==> config.mk <==
export PLATFORM = sky130hd
export DESIGN_NAME = sm_compare
export DESIGN_NICKNAME = d
export VERILOG_FILES = /design/src/rtl/smcmp_pkg.sv /design/src/rtl/smcmp_magcmp.sv /design/src/rtl/smcmp_zero_detect.sv /design/src/rtl/smcmp_resolve.sv /design/src/rtl/sm_compare.sv
export SDC_FILE = /design/constraint.sdc
export NUM_CORES = 1
export LEC_CHECK = 0
export BUFFER_PORTS_ARGS = -buffer_cell sky130_fd_sc_hd__buf_2
export CAP_MARGIN = 0
export CORE_AREA = 2 2 39 41
export DETAILED_ROUTE_END_ITERATION = 8
export DIE_AREA = 0 0 41 43
export SLEW_MARGIN = 10
export SYNTH_ARGS = -nofsm -noshare
export SYNTH_HDL_FRONTEND = slang
export SYNTH_SLANG_ARGS = --single-unit
export TNS_END_PERCENT = 1
==> constraint.sdc <==
create_clock -name vclk -period 1.25
set_input_delay 0.125 -clock vclk [all_inputs]
set_output_delay 0.125 -clock vclk [all_outputs]
set_load 0.05 [all_outputs]
==> src/rtl/smcmp_pkg.sv <==
package smcmp_pkg;

   // Ordering result, one-hot by construction of the resolver
   typedef struct packed {
      logic lt;
      logic eq;
      logic gt;
   } ord_t;

   localparam int ARCH_CHAIN = 0;
   localparam int ARCH_RELOP = 1;

endpackage

==> src/rtl/smcmp_magcmp.sv <==
module smcmp_magcmp
   import smcmp_pkg::*;
#(
   parameter int W    = 3,
   parameter int ARCH = ARCH_CHAIN
) (
   input  logic [W-1:0] mag_a,
   input  logic [W-1:0] mag_b,
   output ord_t         res
);

   generate
      if (ARCH == ARCH_CHAIN) begin : g_chain
         // Bit-serial compare, MSB first: first differing bit decides
         logic [W:0] gt_c;
         logic [W:0] eq_c;
         assign gt_c[W] = 1'b0;
         assign eq_c[W] = 1'b1;
         for (genvar i = W - 1; i >= 0; i--) begin : g_bit
            assign gt_c[i] = gt_c[i+1] | (eq_c[i+1] & mag_a[i] & ~mag_b[i]);
            assign eq_c[i] = eq_c[i+1] & ~(mag_a[i] ^ mag_b[i]);
         end
         assign res.gt = gt_c[0];
         assign res.eq = eq_c[0];
         assign res.lt = ~gt_c[0] & ~eq_c[0];
      end else begin : g_relop
         assign res.gt = (mag_a > mag_b);
         assign res.eq = (mag_a == mag_b);
         assign res.lt = (mag_a < mag_b);
      end
   endgenerate

endmodule

==> src/rtl/smcmp_zero_detect.sv <==
module smcmp_zero_detect #(
   parameter int W = 3
) (
   input  logic [W-1:0] mag,
   output logic         is_zero
);

   assign is_zero = ~|mag;

endmodule

==> src/rtl/smcmp_resolve.sv <==
module smcmp_resolve
   import smcmp_pkg::*;
(
   input  logic sign_a,
   input  logic sign_b,
   input  logic zero_a,
   input  logic zero_b,
   input  ord_t mag_ord,
   output ord_t res
);

   logic neg_a;
   logic neg_b;

   // A zero magnitude counts as non-negative whatever its sign bit
   assign neg_a = sign_a & ~zero_a;
   assign neg_b = sign_b & ~zero_b;

   always_comb begin
      res = mag_ord;
      unique case ({neg_a, neg_b})
         2'b10:   res = '{lt: 1'b1, eq: 1'b0, gt: 1'b0};
         2'b01:   res = '{lt: 1'b0, eq: 1'b0, gt: 1'b1};
         2'b11:   res = '{lt: mag_ord.gt, eq: mag_ord.eq, gt: mag_ord.lt};
         default: res = mag_ord;
      endcase
   end

endmodule

==> src/rtl/sm_compare.sv <==
module sm_compare
   import smcmp_pkg::*;
#(
   parameter int MAG_W = 3,
   parameter int ARCH  = ARCH_CHAIN
) (
   input  logic [MAG_W:0] op_a,
   input  logic [MAG_W:0] op_b,
   output logic           a_lt_b,
   output logic           a_eq_b,
   output logic           a_gt_b
);

   localparam int SIGN_BIT = MAG_W;

   generate
      if (MAG_W < 1) begin : g_bad_width
         $error("sm_compare: MAG_W must be at least 1");
      end
      if (ARCH != ARCH_CHAIN && ARCH != ARCH_RELOP) begin : g_bad_arch
         $error("sm_compare: ARCH must select chain or relop");
      end
   endgenerate

   logic zero_a;
   logic zero_b;
   ord_t mag_ord;
   ord_t fin_ord;

   smcmp_zero_detect #(.W(MAG_W)) u_zero_a (
      .mag     (op_a[MAG_W-1:0]),
      .is_zero (zero_a)
   );

   smcmp_zero_detect #(.W(MAG_W)) u_zero_b (
      .mag     (op_b[MAG_W-1:0]),
      .is_zero (zero_b)
   );

   smcmp_magcmp #(.W(MAG_W), .ARCH(ARCH)) u_mag (
      .mag_a (op_a[MAG_W-1:0]),
      .mag_b (op_b[MAG_W-1:0]),
      .res   (mag_ord)
   );

   smcmp_resolve u_res (
      .sign_a  (op_a[SIGN_BIT]),
      .sign_b  (op_b[SIGN_BIT]),
      .zero_a  (zero_a),
      .zero_b  (zero_b),
      .mag_ord (mag_ord),
      .res     (fin_ord)
   );

   assign a_lt_b = fin_ord.lt;
   assign a_eq_b = fin_ord.eq;
   assign a_gt_b = fin_ord.gt;

endmodule

==> flow_metrics.tcl, run 1 <==
set metrics [dict create \
    p_per_area_mw_per_mm2 487 \
    path_class "input port to output port" \
    use_met2_pct 15.0 \
    route.vias.total 245 \
    end_kind "output port" \
    routabilityCongestion 0.673 \
    ir_drop_mv 0.136 \
    areaGrowthSynthToFinish_pct 185 \
    finalPower_mw 0.216 \
    antenna_found_initial 0 \
    power_leakage_nw 0.200 \
    die-area_mm2 0.00176 \
    setup_viol 0 \
    synth.area.top_cells "o22a_2 13%, inv_1 9.7%, o31ai_1 9.7%" \
    nClkBuffers 0 \
    hpwl_um 492 \
    seq_area_um2 0 \
    setup_ws_ns 0.00358 \
    drt.antenna.violating_nets 0 \
    die_w_um 41 \
    critPathMaxFanout 2 \
    fin_nets 56 \
    hold_ws_ns 0.749 \
    worstMarginPinSlew_ns 0.238 \
    use_met3_pct 0 \
    syn_nets 32 \
    cp.arrival_ns 1.12 \
    io_pins 11 \
    grt_max_degree 6 \
    drive_gt1_share_pct 77.8 \
    top_usage_layer "met2" \
    synth_top_area_cell "o22a_2" \
    drtPass1Iterations 2 \
    post-route-period-util_pct 99.7 \
    syn_area_um2 155 \
    fmax_mhz 802 \
    wire_per_inst_um 9.03 \
    rsz0062_at_grt "yes" \
    ctsHoldBuffers 0 \
    cp_data_required_time_ns 1.12 \
    use_met1_pct 9.49 \
    utilization_pct 32.0 \
    overflow 0 \
    synth.distinct_cells 16 \
    place_ws_ns -0.191 \
    hp-start "op_b[0]" \
    yosys_warnings 0 \
    crit_end "a_gt_b" \
    nFillCells 152 \
    drv_cap 0 \
    synth_cells 23 \
    num_rows 14 \
    startpoint "op_b[2]" \
    stdcell_count 61 \
    grt_pass1_vias 256 \
    avgSynthCellArea_um2 6.75 \
    start_kind "input port" \
    die_h_um 43 \
    n_antenna_cell 0 \
    flops_and_latches 0 \
    hold_class "input port to output port" \
    slew_headroom_pct 84.1 \
    min_period_ns 1.25 \
    finalHoldViolations 0 \
    ys_seq_area_share_pct 0 \
    drv_slew 0 \
    route.detailed.drc 0 \
    drt-total-wl_um 551 \
    grt_pass1_wl_um 1030 \
    portBuffers 11 \
    drtIter0Drc 2 \
    viasPerCell 4.02 \
    synth_top_area_share_pct 12.9 \
    start_util_pct 11.2 \
    grt_usage_pct 7.79 \
    dp.cells 61 \
    coreArea_mm2 0.00138 \
    outcome "finished, final reports clean" \
]
## Yosys cell counts (all sizes together)
library cell / number
nand2: 1
a211oi: 1
maj3: 1
and2b: 1
ha: 1
inv: 4
o31ai: 2
o22a: 2
nor4: 1
nor2: 2
nor2b: 1
nor3: 2
xnor2: 1
a21oi: 1
xor2: 1
nand2b: 1
## stage by stage
stage / TNS (ns) / area, µm²
final: 0 / 443
after CTS: -0.0110 / 440
after global routing: -0.0630 / 443
after detailed placement: -0.494 / 368
after floorplan: -0.00648 / 198
after global placement: -0.405 / 368
## cell families (layout without fill, tap and decap cells)
group | after synthesis | after routing | synth area share (%)
AO/OA/AOI/OAI | 6 | 6 | 33.1
XOR/XNOR | 2 | 2 | 11.3
adder cells (fa/ha/maj) | 2 | 2 | 15.3
buffers and inverters | 4 | 26 | 9.67
AND/OR/NAND/NOR | 9 | 9 | 30.7
## cell type report
| type | instances | area [µm²] | share of cell area [%] |
|---|---|---|---|
| repair buffers | 22 | 188 | 42.4 |
| well taps | 16 | 20.0 | 4.52 |
| inverters | 4 | 15.0 | 3.39 |
| multi-input cells | 19 | 220 | 49.7 |
## routing by layer
layer	up-vias	wire [µm]
met1	112	199
met2	6	321
met5	-	0
met3	0	30
met4	0	0
li1	127	-
## what timing repair did
item                                    CTS  global route
endpoints found under the setup margin    3             3
cloned                                    0             0
resized for setup                        17             1
buffers inserted                          0             0
pin swaps                                 4             3
## cells in the final DEF (no fill, tap or decap), types with 2 or more instances in the layout
master,netlist,layout
buf_8,0,2
buf_6,0,2
nor2_1,2,2
buf_2,0,5
o22a_2,2,2
o31ai_4,0,2
nor3_2,0,2
buf_4,0,12
inv_1,4,4
## critical path, stage by stage
cell,delay (ns)
buf_2,0.10
inv_1,0.09
ha_4,0.21
buf_4,0.13
a21oi_2,0.15
o22a_2,0.17
buf_8,0.14
## power breakdown
| group | total (mW) | internal, mW | switching, mW |
|---|---|---|---|
| Combinational | 0.216 | 0.108 | 0.108 |
| Sequential | 0 | 0 | 0 |
| Clock | 0 | 0 | 0 |
| Total | 0.216 | 0.108 | 0.108 |
## how the worst min path moves through the flow
stage	endpoint	slack, ns	cells past startpoint
2_1_floorplan	a_eq_b	0.47	3
3_3_place_gp	a_eq_b	0.82	4
3_5_place_dp	a_eq_b	0.83	4
4_1_cts	a_eq_b	0.75	4
5_1_grt	a_eq_b	0.78	4
6_report	a_eq_b	0.75	4
Power figures use the tool's default switching activity.
==> run 2: changes to the inputs <==
==> constraint.sdc (replaced) <==
create_clock -name vclk -period 1.3
set_input_delay 0.13 -clock vclk [all_inputs]
set_output_delay 0.13 -clock vclk [all_outputs]
set_load 0.05 [all_outputs]
==> flow_metrics.tcl, run 2 (synthesis results as in run 1) <==
set metrics [dict create \
    drtPass1Iterations 1 \
    cpLargestDelayFamily "adder cells" \
    crit_chain "buf_6, nand2b_4, maj3_2, a21oi_4, o22a_2, buf_8" \
    finalHoldViolations 0 \
    start_kind "input port" \
    final_common_cell "buf_2" \
    path_class "input port to output port" \
    whs_path_depth 5 \
    wire_per_inst_um 9.02 \
    cpPeakStageDelay_ns 0.31 \
    nFillCells 153 \
    overflow 0 \
    die_w_um 41 \
    die_h_um 43 \
    coreArea_mm2 0.00138 \
    final_cell_mix "7 x buf_2, 6 x buf_4, 4 x inv_1, 4 x buf_6" \
    drt.antenna.violating_nets 0 \
    dp.cells 57 \
    ctsHoldBuffers 0 \
    end_kind "output port" \
    io_pins 11 \
    post_cts_buffers 0 \
    p_per_area_mw_per_mm2 489 \
    crit_cells 6 \
    min_period_ns 1.26 \
    post-route-period-util_pct 96.9 \
    ir_drop_mv 0.129 \
    crit_buf_inv 2 \
    drv_cap 0 \
    grt_pass1_wl_um 821 \
    n_antenna_cell 0 \
    route.vias.total 229 \
    antenna_found_initial 0 \
    viasPerCell 4.02 \
    worstMarginPinSlew_ns 0.245 \
    num_rows 14 \
    seq_area_um2 0 \
    setup_viol 0 \
    hp-start "op_b[1]" \
    critPathMaxFanout 5 \
    portBuffers 11 \
    power_leakage_nw 0.174 \
    stdcell_count 57 \
    multi_input_area_um2 220 \
    hpwl_um 412 \
    route.detailed.drc 0 \
    flops_and_latches 0 \
    routabilityCongestion 0.722 \
    outcome "finished, final reports clean" \
    areaGrowthSynthToFinish_pct 155 \
    utilization_pct 28.6 \
    min_to "a_eq_b" \
    cp_data_required_time_ns 1.17 \
    post-route-cell-area_um2 395 \
    nClkBuffers 0 \
    fin_nets 52 \
    crit_slowest_cell "maj3_2" \
    grt_pass1_vias 212 \
    grt_max_degree 6 \
    tns_ns 0 \
    drive_gt1_share_pct 70.7 \
    die-area_mm2 0.00176 \
    drv_slew 0 \
    fmax_mhz 794 \
    drtIter0Drc 0 \
    slew_headroom_pct 83.6 \
    grt_usage_pct 6.09 \
    drt-total-wl_um 514 \
    hold_class "input port to output port" \
    cp.arrival_ns 1.13 \
    placed_cell_area_um2 325 \
    start_util_pct 11.2 \
]
## run 2: final cells by class
type	count	share of cell area, %
multi-input cells	19	55.7
inverters	4	3.80
repair buffers	18	35.4
well taps	16	5.06
## run 2: per-layer routing
metal	global-route usage, %	vias to the layer above	part of all wire [%]
met5	0	-	0
met1	8.23	105	41
met2	10.9	5	53
met4	0	0	0
li1	-	119	-
met3	0	0	6.8
## run 2: through the flow
step	hold WS [ns]	setup WS [ns]	power, mW
3_3_place_gp	0.818	-0.124	0.154
2_1_floorplan	0.481	0.0335	0.0969
3_5_place_dp	0.818	-0.122	0.155
6_report	0.760	0.0405	0.193
5_1_grt	0.787	-0.00416	0.207
4_1_cts	0.798	-0.0339	0.173
## run 2: how the worst max path moves through the flow
stage / slack, ns / end / from
2_1_floorplan: 0.03 / a_eq_b / op_b[1]
5_1_grt: -0.004 / a_lt_b / op_b[0]
4_1_cts: -0.03 / a_lt_b / op_a[0]
6_report: 0.04 / a_lt_b / op_a[0]
3_5_place_dp: -0.12 / a_lt_b / op_b[2]
3_3_place_gp: -0.12 / a_gt_b / op_b[2]
## run 2: what timing repair did
action / CTS / global route
setup endpoints to repair: 3 / 3
resized for setup: 7 / 10
pin swaps: 0 / 5
## run 2: where the power goes
group	internal [mW]	total (mW)	switching (mW)
Combinational	0.0919	0.193	0.102
Clock	0	0	0
Sequential	0	0	0
Total	0.0919	0.193	0.102
==> run 3: changes to the inputs <==
--- a/config.mk
+++ b/config.mk
@@ -10,6 +10,8 @@
 export CORE_AREA = 2 2 39 41
 export DETAILED_ROUTE_END_ITERATION = 8
 export DIE_AREA = 0 0 41 43
+export PLACE_DENSITY_LB_ADDON = 0.15
+export REMOVE_ABC_BUFFERS = 1
 export SLEW_MARGIN = 10
 export SYNTH_ARGS = -nofsm -noshare
 export SYNTH_HDL_FRONTEND = slang
==> constraint.sdc (replaced) <==
create_clock -name vclk -period 1.3
set_input_delay 0.26 -clock vclk [all_inputs]
set_output_delay 0.26 -clock vclk [all_outputs]
set_load 0.05 [all_outputs]
==> flow_metrics.tcl, run 3 (synthesis results as in run 1) <==
set metrics [dict create \
    slew_headroom_pct 82.8 \
    multi_input_area_um2 231 \
    die_w_um 41 \
    grt_pass1_wl_um 1260 \
    io_pins 11 \
    portBuffers 11 \
    cpPeakStageDelay_ns 0.31 \
    placed_cell_area_um2 283 \
    grt_max_degree 6 \
    crit_cells 6 \
    overflow 0 \
    outcome "complete, but fails checks" \
    ctsHoldBuffers 0 \
    post-route-period-util_pct 117 \
    areaGrowthSynthToFinish_pct 179 \
    grt_pass1_vias 279 \
    route.detailed.drc 0 \
    cpLargestDelayFamily "compound AO/OA/AOI/OAI gates" \
    die_h_um 43 \
    drv_cap 0 \
    nClkBuffers 0 \
    hold_class "input port to output port" \
    antenna_found_initial 0 \
    seq_area_um2 0 \
    min_period_ns 1.52 \
    critPathMaxFanout 5 \
    startpoint "op_a[0]" \
    end_kind "output port" \
    hold_ws_ns 1.04 \
    fin_nets 52 \
    coreArea_mm2 0.00138 \
    start_util_pct 11.2 \
    rsz0062_at_grt "yes" \
    wire_per_inst_um 10.9 \
    hpwl_um 492 \
    place_ws_ns -0.445 \
    die-area_mm2 0.00176 \
    flops_and_latches 0 \
    met1Wirelength_um 221 \
    ir_drop_mv 0.149 \
    grt_usage_pct 9.79 \
    final_common_cell "buf_4" \
    cp.arrival_ns 1.26 \
    crit_buf_inv 2 \
    power_leakage_nw 0.187 \
    drt.antenna.violating_nets 0 \
    top_layer "met3" \
    cp_data_required_time_ns 1.04 \
    drtIter0Drc 0 \
    p_per_area_mw_per_mm2 493 \
    met3_length_um 20 \
    post-route-cell-area_um2 433 \
    path_common_cell "buf_8" \
    drive_gt1_share_pct 85.4 \
    utilization_pct 31.3 \
    crit_slowest_cell "maj3_2" \
    setup_ws_ns -0.217 \
    violations "negative setup slack" \
    drv_slew 0 \
    drtPass1Iterations 1 \
    crit_chain "buf_8, nand2b_4, maj3_2, a21oi_4, o22a_2, buf_8" \
    fmax_mhz 659 \
    setup_viol 3 \
    final_cell_mix "6 x buf_4, 5 x buf_2, 4 x buf_8, 3 x inv_1, 3 x buf_6" \
    route.vias.total 233 \
    drt-total-wl_um 624 \
    n_antenna_cell 0 \
    num_rows 14 \
    viasPerCell 4.09 \
    route.met2.wl_um 382 \
    crit_end "a_lt_b" \
    worstMarginPinSlew_ns 0.256 \
    stdcell_count 57 \
    start_kind "input port" \
    routabilityCongestion 0.664 \
    nFillCells 155 \
    finalHoldViolations 0 \
    dp.cells 57 \
    path_class "input port to output port" \
]
## run 3: area by class of cell
class                           instances  area share (%)
Timing Repair Buffer                   18            37.9
Tap cell                               16            4.62
Multi-Input combinational cell         19            53.5
Inverter                                4            4.05
## run 3: stage by stage
step	setup TNS, ns	power (mW)
after global placement	-1.10	0.138
after floorplan	-1.46	0.0856
final	-0.591	0.213
after global routing	-0.801	0.231
after detailed placement	-1.22	0.141
after CTS	-0.692	0.200
## run 3: worst min path at each step
| stage | start | end | slack, ns | cells past startpoint |
|---|---|---|---|---|
| 6_report | op_a[0] | a_eq_b | 1.04 | 4 |
| 5_1_grt | op_a[0] | a_eq_b | 1.07 | 4 |
| 4_1_cts | op_a[0] | a_eq_b | 1.05 | 4 |
| 3_5_place_dp | op_b[0] | a_eq_b | 1.01 | 4 |
| 3_3_place_gp | op_b[0] | a_eq_b | 1.00 | 4 |
| 2_1_floorplan | op_b[1] | a_eq_b | 0.80 | 3 |
## run 3: report_power, final
part	internal, mW	total (mW)	leakage (nW)	switching (mW)
clock network	0	0	0	0
registers	0	0	0	0
logic	0.105	0.213	0.187	0.108
total	0.105	0.213	0.187	0.108
## run 3: repair_timing
item	4_1_cts	5_1_grt
endpoints found under the setup margin	3	3
setup buffers	0	0
gates resized for setup	29	5
pin swaps	7	2
## run 3: per-layer routing
metal	GRT usage, %	vias up
met5	0	-
met4	0	0
met3	0	0
met2	19.7	6
met1	11.1	109
li1	-	118
## run 3: worst min-delay path, stage by stage
cell,delay [ns]
buf_8,0.11
and2b_1,0.22
nor4_4,0.05
buf_6,0.14
